### src/rtl/irq_redirect_pkg.sv
package irq_redirect_pkg;

  localparam logic [7:0] OFS_SELECT   = 8'h00;
  localparam logic [7:0] OFS_WINDOW   = 8'h10;

  localparam logic [7:0] IDX_ID       = 8'h00;
  localparam logic [7:0] IDX_VERSION  = 8'h01;
  localparam logic [7:0] IDX_ARB      = 8'h02;
  localparam logic [7:0] IDX_TABLE    = 8'h10;

  localparam logic [7:0] VERSION_CODE = 8'h11;

  localparam int BIT_REMOTE = 14;
  localparam int BIT_TRIG   = 15;
  localparam int BIT_MASK   = 16;

  localparam logic [31:0] LO_RESET = 32'h0001_0000;

  // strobes from control to datapath
  typedef struct packed {
    logic       acceptValid;  // offer accepted this cycle
    logic       acceptHit;    // receiver reported a nonzero count
    logic [7:0] offerPin;     // pin currently offered
  } ctlStrobe_t;

endpackage

### src/rtl/irq_redirect_dp.sv
module irq_redirect_dp
  import irq_redirect_pkg::*;
#(
  parameter int NUM_PINS    = 24,
  parameter int STORM_LIMIT = 10000,
  parameter int PIN_W       = 5
) (
  input  logic                clk,
  input  logic                rstN,
  input  logic                busWrEn,
  input  logic [7:0]          busAddr,
  input  logic [31:0]         busWrData,
  output logic [31:0]         busRdData,
  input  logic                lineStrobe,
  input  logic [PIN_W-1:0]    lineNum,
  input  logic                lineLevel,
  output logic                lineCoalesced,
  input  logic                eoiValid,
  input  logic [7:0]          eoiVector,
  input  ctlStrobe_t          strb,
  output logic [NUM_PINS-1:0] maskVec,
  output logic [NUM_PINS-1:0] levelVec,
  output logic [NUM_PINS-1:0] irrVec,
  output logic [NUM_PINS-1:0] remoteVec,
  output logic [NUM_PINS-1:0] svcKick,
  output logic                stormHit,
  output logic [7:0]          dlvVector,
  output logic [2:0]          dlvMode,
  output logic                dlvDestMode,
  output logic                dlvLevel,
  output logic [7:0]          dlvDest
);

  localparam int CNT_W = $clog2(STORM_LIMIT + 1);

  logic [7:0]  selReg;
  logic [3:0]  idReg;
  logic        selWr, winWr;
  logic [6:0]  tblIdx;
  logic        tblInRange, hiHalf;
  logic [31:0] winData;
  logic [31:0] loRd [NUM_PINS];
  logic [31:0] hiRd [NUM_PINS];
  logic [NUM_PINS-1:0] coalVec, reachVec;

  assign selWr      = busWrEn && (busAddr == OFS_SELECT);
  assign winWr      = busWrEn && (busAddr == OFS_WINDOW);
  assign tblIdx     = 7'((selReg - IDX_TABLE) >> 1);
  assign tblInRange = (selReg >= IDX_TABLE) && ({1'b0, tblIdx} < 8'(NUM_PINS));
  assign hiHalf     = selReg[0];

  always_ff @(posedge clk or negedge rstN) begin
    if (!rstN) begin
      selReg        <= '0;
      idReg         <= '0;
      lineCoalesced <= 1'b0;
    end else begin
      if (selWr) selReg <= busWrData[7:0];
      if (winWr && (selReg == IDX_ID)) idReg <= busWrData[27:24];
      lineCoalesced <= |coalVec;
    end
  end

  // window read decode; unsigned wrap below the table reads all ones
  always_comb begin
    winData = '1;
    if (selReg == IDX_ID || selReg == IDX_ARB)
      winData = {4'b0, idReg, 24'b0};
    else if (selReg == IDX_VERSION)
      winData = {8'b0, 8'(NUM_PINS - 1), 8'b0, VERSION_CODE};
    else if (tblInRange)
      winData = hiHalf ? hiRd[tblIdx[PIN_W-1:0]] : loRd[tblIdx[PIN_W-1:0]];
  end

  always_comb begin
    if (busAddr == OFS_SELECT)      busRdData = {24'b0, selReg};
    else if (busAddr == OFS_WINDOW) busRdData = winData;
    else                            busRdData = '0;
  end

  for (genvar i = 0; i < NUM_PINS; i++) begin : g_pin
    logic [31:0]      loReg, hiReg;
    logic             irrBit, remoteBit;
    logic [CNT_W-1:0] cnt;
    logic lineHit, wrLoHit, wrHiHit, isLevel, isMasked, eoiHit, accHit;
    logic eoiRetry, stormReach;

    assign lineHit    = lineStrobe && (lineNum == PIN_W'(i));
    assign wrLoHit    = winWr && tblInRange && !hiHalf && (tblIdx == 7'(i));
    assign wrHiHit    = winWr && tblInRange && hiHalf && (tblIdx == 7'(i));
    assign isLevel    = loReg[BIT_TRIG];
    assign isMasked   = loReg[BIT_MASK];
    assign eoiHit     = eoiValid && isLevel && (loReg[7:0] == eoiVector);
    assign accHit     = strb.acceptValid && (strb.offerPin == 8'(i));
    assign eoiRetry   = eoiHit && !isMasked && irrBit;
    assign stormReach = eoiRetry && (cnt == CNT_W'(STORM_LIMIT - 1));

    assign coalVec[i]  = lineHit && lineLevel && (isLevel ? remoteBit : irrBit);
    assign reachVec[i] = stormReach;
    assign svcKick[i]  = (lineHit && lineLevel && !coalVec[i])
                       || (wrLoHit && busWrData[BIT_TRIG] && irrBit)
                       || (eoiRetry && !stormReach);

    assign maskVec[i]   = isMasked;
    assign levelVec[i]  = isLevel;
    assign irrVec[i]    = irrBit;
    assign remoteVec[i] = remoteBit;
    assign loRd[i]      = loReg | {17'b0, remoteBit, 14'b0};
    assign hiRd[i]      = hiReg;

    always_ff @(posedge clk or negedge rstN) begin
      if (!rstN) begin
        loReg     <= LO_RESET;
        hiReg     <= '0;
        irrBit    <= 1'b0;
        remoteBit <= 1'b0;
        cnt       <= '0;
      end else begin
        if (wrLoHit) loReg <= busWrData & ~(32'h1 << BIT_REMOTE);
        if (wrHiHit) hiReg <= busWrData;
        if (accHit && !isLevel) irrBit <= 1'b0;
        if (lineHit) irrBit <= lineLevel;
        if (accHit && isLevel && strb.acceptHit) remoteBit <= 1'b1;
        if (wrLoHit || eoiHit) remoteBit <= 1'b0;
        if (eoiHit) cnt <= (eoiRetry && !stormReach) ? cnt + 1'b1 : '0;
      end
    end

    // edge acceptance drops the request bit
    a_r6_edge_accept_clears: assert property (@(posedge clk) disable iff (!rstN)
      accHit && !isLevel && !lineHit |=> !irrBit);
    // accepted level delivery with targets sets remote-pending
    a_r8_level_sets_remote: assert property (@(posedge clk) disable iff (!rstN)
      accHit && isLevel && strb.acceptHit && !wrLoHit && !eoiHit |=> remoteBit);
    // matching EOI clears remote-pending
    a_r10_eoi_clears_remote: assert property (@(posedge clk) disable iff (!rstN)
      eoiHit && !accHit |=> !remoteBit);
    // run counter never reaches the limit
    a_r11_count_below_limit: assert property (@(posedge clk) disable iff (!rstN)
      eoiHit |=> cnt < CNT_W'(STORM_LIMIT));
  end

  assign stormHit = |reachVec;

  assign dlvVector   = loRd[strb.offerPin[PIN_W-1:0]][7:0];
  assign dlvMode     = loRd[strb.offerPin[PIN_W-1:0]][10:8];
  assign dlvDestMode = loRd[strb.offerPin[PIN_W-1:0]][11];
  assign dlvLevel    = loRd[strb.offerPin[PIN_W-1:0]][BIT_TRIG];
  assign dlvDest     = hiRd[strb.offerPin[PIN_W-1:0]][31:24];

endmodule

### src/rtl/irq_redirect_ctl.sv
module irq_redirect_ctl
  import irq_redirect_pkg::*;
#(
  parameter int NUM_PINS     = 24,
  parameter int RESCAN_DELAY = 1024,
  parameter int PIN_W        = 5
) (
  input  logic                clk,
  input  logic                rstN,
  input  logic [NUM_PINS-1:0] maskVec,
  input  logic [NUM_PINS-1:0] levelVec,
  input  logic [NUM_PINS-1:0] irrVec,
  input  logic [NUM_PINS-1:0] remoteVec,
  input  logic [NUM_PINS-1:0] svcKick,
  input  logic                stormHit,
  input  logic                dlvAccept,
  input  logic [7:0]          dlvCount,
  output ctlStrobe_t          strb,
  output logic                dlvReq,
  output logic [PIN_W-1:0]    dlvPin
);

  localparam int TMR_W = $clog2(RESCAN_DELAY + 1);

  logic [NUM_PINS-1:0] svcReq, eligible, holdMask, rescanKick, lowMask;
  logic [NUM_PINS-1:0] maskPrev, eligPrev;
  logic                busyQ, pickFound, acceptNow, pendQ, timerDone;
  logic [PIN_W-1:0]    curPin, pickPin;
  logic [TMR_W-1:0]    timerQ;

  assign eligible  = svcReq & ~maskVec & irrVec & ~(levelVec & remoteVec);
  assign holdMask  = busyQ ? (NUM_PINS'(1) << curPin) : '0;
  assign lowMask   = (NUM_PINS'(1) << curPin) - NUM_PINS'(1);
  assign acceptNow = busyQ && dlvAccept;
  assign timerDone = pendQ && (timerQ == TMR_W'(RESCAN_DELAY - 1));
  assign rescanKick = timerDone ? (levelVec & irrVec & ~remoteVec & ~maskVec) : '0;

  // fixed priority: lowest pin number wins
  always_comb begin
    pickFound = 1'b0;
    pickPin   = '0;
    for (int k = NUM_PINS - 1; k >= 0; k--) begin
      if (eligible[k]) begin
        pickFound = 1'b1;
        pickPin   = PIN_W'(k);
      end
    end
  end

  always_ff @(posedge clk or negedge rstN) begin
    if (!rstN) begin
      svcReq   <= '0;
      busyQ    <= 1'b0;
      curPin   <= '0;
      pendQ    <= 1'b0;
      timerQ   <= '0;
      maskPrev <= '0;
      eligPrev <= '0;
    end else begin
      svcReq   <= (svcReq & (eligible | holdMask) & ~(acceptNow ? holdMask : '0))
                | svcKick | rescanKick;
      maskPrev <= maskVec;
      eligPrev <= eligible;
      if (!busyQ && pickFound) begin
        busyQ  <= 1'b1;
        curPin <= pickPin;
      end else if (acceptNow) begin
        busyQ  <= 1'b0;
      end
      if (pendQ) begin
        if (timerDone) begin
          pendQ  <= 1'b0;
          timerQ <= '0;
        end else begin
          timerQ <= timerQ + 1'b1;
        end
      end else if (stormHit) begin
        pendQ  <= 1'b1;
      end
    end
  end

  assign strb.acceptValid = acceptNow;
  assign strb.acceptHit   = (dlvCount != 8'd0);
  assign strb.offerPin    = 8'(curPin);
  assign dlvReq           = busyQ;
  assign dlvPin           = curPin;

  // offer held until accepted
  a_r12_offer_stable: assert property (@(posedge clk) disable iff (!rstN)
    dlvReq && !dlvAccept |=> dlvReq && $stable(dlvPin));
  // new offer is the lowest eligible pin
  a_r12_lowest_first: assert property (@(posedge clk) disable iff (!rstN)
    $rose(busyQ) |-> eligPrev[curPin] && ((eligPrev & lowMask) == '0));
  // a masked pin is never picked
  a_r7_masked_not_offered: assert property (@(posedge clk) disable iff (!rstN)
    $rose(busyQ) |-> !maskPrev[curPin]);
  // rescan timer stays within its window
  a_r11_timer_window: assert property (@(posedge clk) disable iff (!rstN)
    pendQ |-> timerQ < TMR_W'(RESCAN_DELAY));

endmodule

### src/rtl/irq_redirect_ctrl.sv
module irq_redirect_ctrl
  import irq_redirect_pkg::*;
#(
  parameter int NUM_PINS     = 24,
  parameter int STORM_LIMIT  = 10000,
  parameter int RESCAN_DELAY = 1024,
  localparam int PIN_W       = (NUM_PINS > 1) ? $clog2(NUM_PINS) : 1
) (
  input  logic             clk,
  input  logic             rstN,
  input  logic             busWrEn,
  input  logic [7:0]       busAddr,
  input  logic [31:0]      busWrData,
  output logic [31:0]      busRdData,
  input  logic             lineStrobe,
  input  logic [PIN_W-1:0] lineNum,
  input  logic             lineLevel,
  output logic             lineCoalesced,
  input  logic             eoiValid,
  input  logic [7:0]       eoiVector,
  output logic             dlvReq,
  output logic [PIN_W-1:0] dlvPin,
  output logic [7:0]       dlvVector,
  output logic [2:0]       dlvMode,
  output logic             dlvDestMode,
  output logic             dlvLevel,
  output logic [7:0]       dlvDest,
  input  logic             dlvAccept,
  input  logic [7:0]       dlvCount
);

  ctlStrobe_t          strb;
  logic [NUM_PINS-1:0] maskVec, levelVec, irrVec, remoteVec, svcKick;
  logic                stormHit;

  irq_redirect_dp #(
    .NUM_PINS(NUM_PINS), .STORM_LIMIT(STORM_LIMIT), .PIN_W(PIN_W)
  ) u_dp (
    .clk(clk), .rstN(rstN),
    .busWrEn(busWrEn), .busAddr(busAddr), .busWrData(busWrData), .busRdData(busRdData),
    .lineStrobe(lineStrobe), .lineNum(lineNum), .lineLevel(lineLevel),
    .lineCoalesced(lineCoalesced),
    .eoiValid(eoiValid), .eoiVector(eoiVector),
    .strb(strb),
    .maskVec(maskVec), .levelVec(levelVec), .irrVec(irrVec), .remoteVec(remoteVec),
    .svcKick(svcKick), .stormHit(stormHit),
    .dlvVector(dlvVector), .dlvMode(dlvMode), .dlvDestMode(dlvDestMode),
    .dlvLevel(dlvLevel), .dlvDest(dlvDest)
  );

  irq_redirect_ctl #(
    .NUM_PINS(NUM_PINS), .RESCAN_DELAY(RESCAN_DELAY), .PIN_W(PIN_W)
  ) u_ctl (
    .clk(clk), .rstN(rstN),
    .maskVec(maskVec), .levelVec(levelVec), .irrVec(irrVec), .remoteVec(remoteVec),
    .svcKick(svcKick), .stormHit(stormHit),
    .dlvAccept(dlvAccept), .dlvCount(dlvCount),
    .strb(strb), .dlvReq(dlvReq), .dlvPin(dlvPin)
  );

endmodule

### config.mk
export PLATFORM = sky130hd
export DESIGN_NAME = irq_redirect_ctrl
export DESIGN_NICKNAME = d
export VERILOG_FILES = /design/src/rtl/irq_redirect_pkg.sv /design/src/rtl/irq_redirect_dp.sv /design/src/rtl/irq_redirect_ctl.sv /design/src/rtl/irq_redirect_ctrl.sv
export SDC_FILE = /design/constraint.sdc
export NUM_CORES = 2
export LEC_CHECK = 0
export BUFFER_PORTS_ARGS = -buffer_cell sky130_fd_sc_hd__buf_2
export CORE_ASPECT_RATIO = 1.4
export CORE_MARGIN = 5
export CORE_UTILIZATION = 50
export DETAILED_ROUTE_END_ITERATION = 6
export PLACE_DENSITY_LB_ADDON = 0.2
export SETUP_SLACK_MARGIN = 0.02
export SYNTH_ARGS = -nofsm -noshare
export SYNTH_HDL_FRONTEND = slang
export SYNTH_SLANG_ARGS = --single-unit
### constraint.sdc
create_clock -name clk -period 3.1 [get_ports clk]
set_clock_uncertainty 0.05 [all_clocks]
set_input_delay 0.62 -clock clk [delete_from_list [all_inputs] [get_ports clk]]
set_output_delay 0.62 -clock clk [all_outputs]
set_load 0.1 [all_outputs]
==> flow_summary.yaml <==
floorplan:
  core_area_um2: 197000
  die-height_um: 537
  die_w_um: 386
  row_count: 193
  dieArea_um2: 207000
  io_pins: 128
  initial_core_util: 0.502
worst_setup_path:
  rrSetupSlack_ps: -320
  cp-end-kind: "output pin"
  setup.worst_path.start_class: "flip-flop"
  critPathMaxStageDelay_ps: 540
  arrival_ps: 3830
  critical-path-top-delay-family: "multiplexers"
  critPathRequiredTime_ps: 2430
  path_max_fanout: 9
  cp_cell_sequence: "buf_4 -> clkbuf_16 -> buf_12 -> mux4_2 -> mux4_2 -> a32o_2 -> a311oi_4 -> o21ai_4 -> buf_12"
  crit_buf_inv: 4
  critPathKind: "reg -> out"
  slowest_stage: "mux4_2"
place:
  gp_congestion: 0.997
  dp_cells: 10400
  io_buffers: 127
  hpwl_mm: 218
sta:
  final.period_utilization: 1.45
  fin_crit_ps: 4500
  drv_slew: 0
  setup_tns_ps: -168350
  slew_headroom: 0.116
  finalSetupViolations: 1113
  tightestPinTransition_ps: 1290
  grt_setup_unrepaired: "true"
  fin_ws_ps: -1400
  fmax_mhz: 222
  finalHoldViolations: 0
clock_tree:
  clockBufferDepth: 4
  path_clk_slew_ps: 60
  cts_sinks: 1951
  htreeDepth: 4
  clock_latency_ps: 910
  cts_tree: "done"
  root_buffer: "clkbuf_16"
  cts_buffers: 200
detailed_routing:
  first_pass_iters: 7
  final_antenna_net_count: 0
  drc: 1
  initialDrtViolationCount: 5956
  wl_per_cell_um: 30.6
  finalWirelength_mm: 337
  num_vias: 69900
  via_per_inst: 6.37
yosys:
  yosys_warnings: 0
  syn_inst: 7476
  avgSynthCellArea_um2: 13.3
  synth-seq-cells: 1951
  synth.top_cell.area_share: 0.486
  synth_edf_count: 0
  ys.flop_type: "dfrtp_1"
  synth_most_common_cell: "dfrtp_1"
  yosysSeqAreaShare: 0.493
  yosysTopAreaCell: "dfrtp_1"
  ys_types: 83
  syn_nets: 7571
  yosys-top-cells-area: "dfrtp_1, mux2_2, mux4_2"
  synthArstFlopShare: 1.00
  synth_top_cells_by_count: "dfrtp_1, mux2_2, mux4_2"
  netlist_area_um2: 99100
finish:
  seqCellArea_um2: 48900
  fin_nets: 8276
  multi_input_area_um2: 49400
  area_growth_pct: 22.7
  fillers: 14900
  layout-drive-gt1-share: 0.455
  fin_util: 0.616
  final-instance-count-excl-fill: 11000
hold_path:
  hp-class: "in -> reg"
global_routing:
  antenna_found_initial: 16
  grt_pass1_wl_mm: 478
  gr-total-overflow: 0
  grt_pass1_vias: 71900
  grt_start_max_net_pins: 138
  grt_use_total: 0.310
power_and_ir_drop:
  power_density_nw_per_um2: 471
  ir_drop_mv: 0.526
  power_mw: 57.3
  p_leak_nw: 56.0
outcome:
  status: "finished, violations left"
  violations: "DRC, setup timing"
run:
  cap_viol_max_count: 0
## metal layers
layer  wire length [um]  GRT usage  part of all wire  up-vias
met5                 34          0           0.00010        -
met4              26700      0.172             0.079        6
met3              24600     0.0589             0.073     1038
met2             161000      0.515              0.48     2880
met1             124000      0.382              0.37    36900
li1                   -          -                 -    29100
## where the power goes
part	internal [mW]	switching, mW
logic	2.55	3.92
registers	25.6	0.254
clock network	14.4	10.6
total	42.5	14.8
## final timing paths
check,start,to,cells after the start
worst max-delay path,u_dp.selReg[1],busRdData[2],9
worst min-delay path,lineNum[0],u_dp.lineCoalesced,2
worst max register to register,u_dp.selReg[4],u_dp.g_pin[20].loReg[23],16
worst min register to register,u_ctl.timerQ[6],u_ctl.timerQ[6],1
max in group asynchronous,rstN,u_dp.g_pin[3].loReg[27],3
min in group asynchronous,rstN,u_dp.g_pin[18].cnt[9],2
## cells in the final DEF, fill, tap and decap left out, types with 37 or more instances in the layout
master / n
a21oi_1: 93
and3_1: 109
buf_12: 265
buf_2: 73
buf_4: 615
clkbuf_1: 40
clkbuf_16: 247
clkbuf_8: 51
dfrtp_1: 1917
inv_1: 62
mux2_2: 1406
mux2_4: 113
mux2i_1: 89
mux4_2: 617
nand2_1: 353
nand2b_1: 57
nand3_1: 217
nand4_1: 97
nor2_1: 357
nor2b_1: 42
nor3_1: 108
nor4_1: 44
o21ai_0: 218
o22ai_4: 37
or3_1: 70
xnor2_1: 148
xor2_1: 239
## flip-flops by register name (all words and copies together), names as in the netlist
signal,flops
u_dp.g_pin.hiReg,768
u_ctl.dlvPin,5
u_dp.selReg,8
u_dp.g_pin.remoteBit,24
u_dp.g_pin.cnt,336
u_dp.g_pin.irrBit,24
u_ctl.dlvReq,1
u_ctl.pendQ,1
u_dp.idReg,4
u_dp.g_pin.loReg,744
u_dp.lineCoalesced,1
u_ctl.timerQ,11
u_ctl.svcReq,24
## worst register-to-register path: stages (launching register included)
cell and delay [ps]:
dfrtp_4 490, buf_6 130, or3_4 370, a31oi_4 240, or2_4 170, buf_6 140
buf_12 160, buf_6 120, nand3b_4 130, buf_8 130, buf_6 100, nor2_4 30
buf_12 130, buf_12 140, nand2_8 140, buf_12 220, mux2_2 400
## area by class of cell
type | instances | area share
Multi-Input combinational cell | 4858 | 0.406
Sequential cell | 1951 | 0.402
Timing Repair Buffer | 1084 | 0.107
Clock buffer | 291 | 0.0482
Tap cell | 2632 | 0.0271
Clock inverter | 67 | 0.00683
Inverter | 86 | 0.00274
Antenna cell | 11 | 0.000226
## cell families (layout without fill, tap and decap cells)
logic type / Yosys count / in the layout / share of synthesized area
compound gates: 553 / 553 / 0.0342
xor+xnor: 387 / 387 / 0.0342
fa+ha+maj: 27 / 27 / 0.00341
buf+inv: 667 / 1528 / 0.0285
flops: 1951 / 1951 / 0.493
mux: 2239 / 2239 / 0.323
other cells: 0 / 11 / 0
simple gates: 1652 / 1652 / 0.0837
## timing repair
| action | CTS | global route |
|---|---|---|
| gates resized for setup | 264 | 292 |
| endpoints found under the hold margin | 8 | 0 |
| setup endpoints to repair | 746 | 1143 |
| pin swaps | 9 | 40 |
| hold buffers | 1 | 0 |
| setup buffers | 31 | 95 |
| gates cloned | 13 | 53 |
## through the flow
| step | worst slack (ps) | hold WS (ps) | instance area, um^2 |
|---|---|---|---|
| floorplan | -637 | 274 | 100000 |
| global placement | -753 | 413 | 110000 |
| detailed placement | -707 | 417 | 110000 |
| CTS | -1420 | 47.3 | 118000 |
| global route | -1460 | 76.5 | 122000 |
| finish | -1400 | 56.2 | 122000 |
Note: power is estimated with default switching activity, not from simulation.
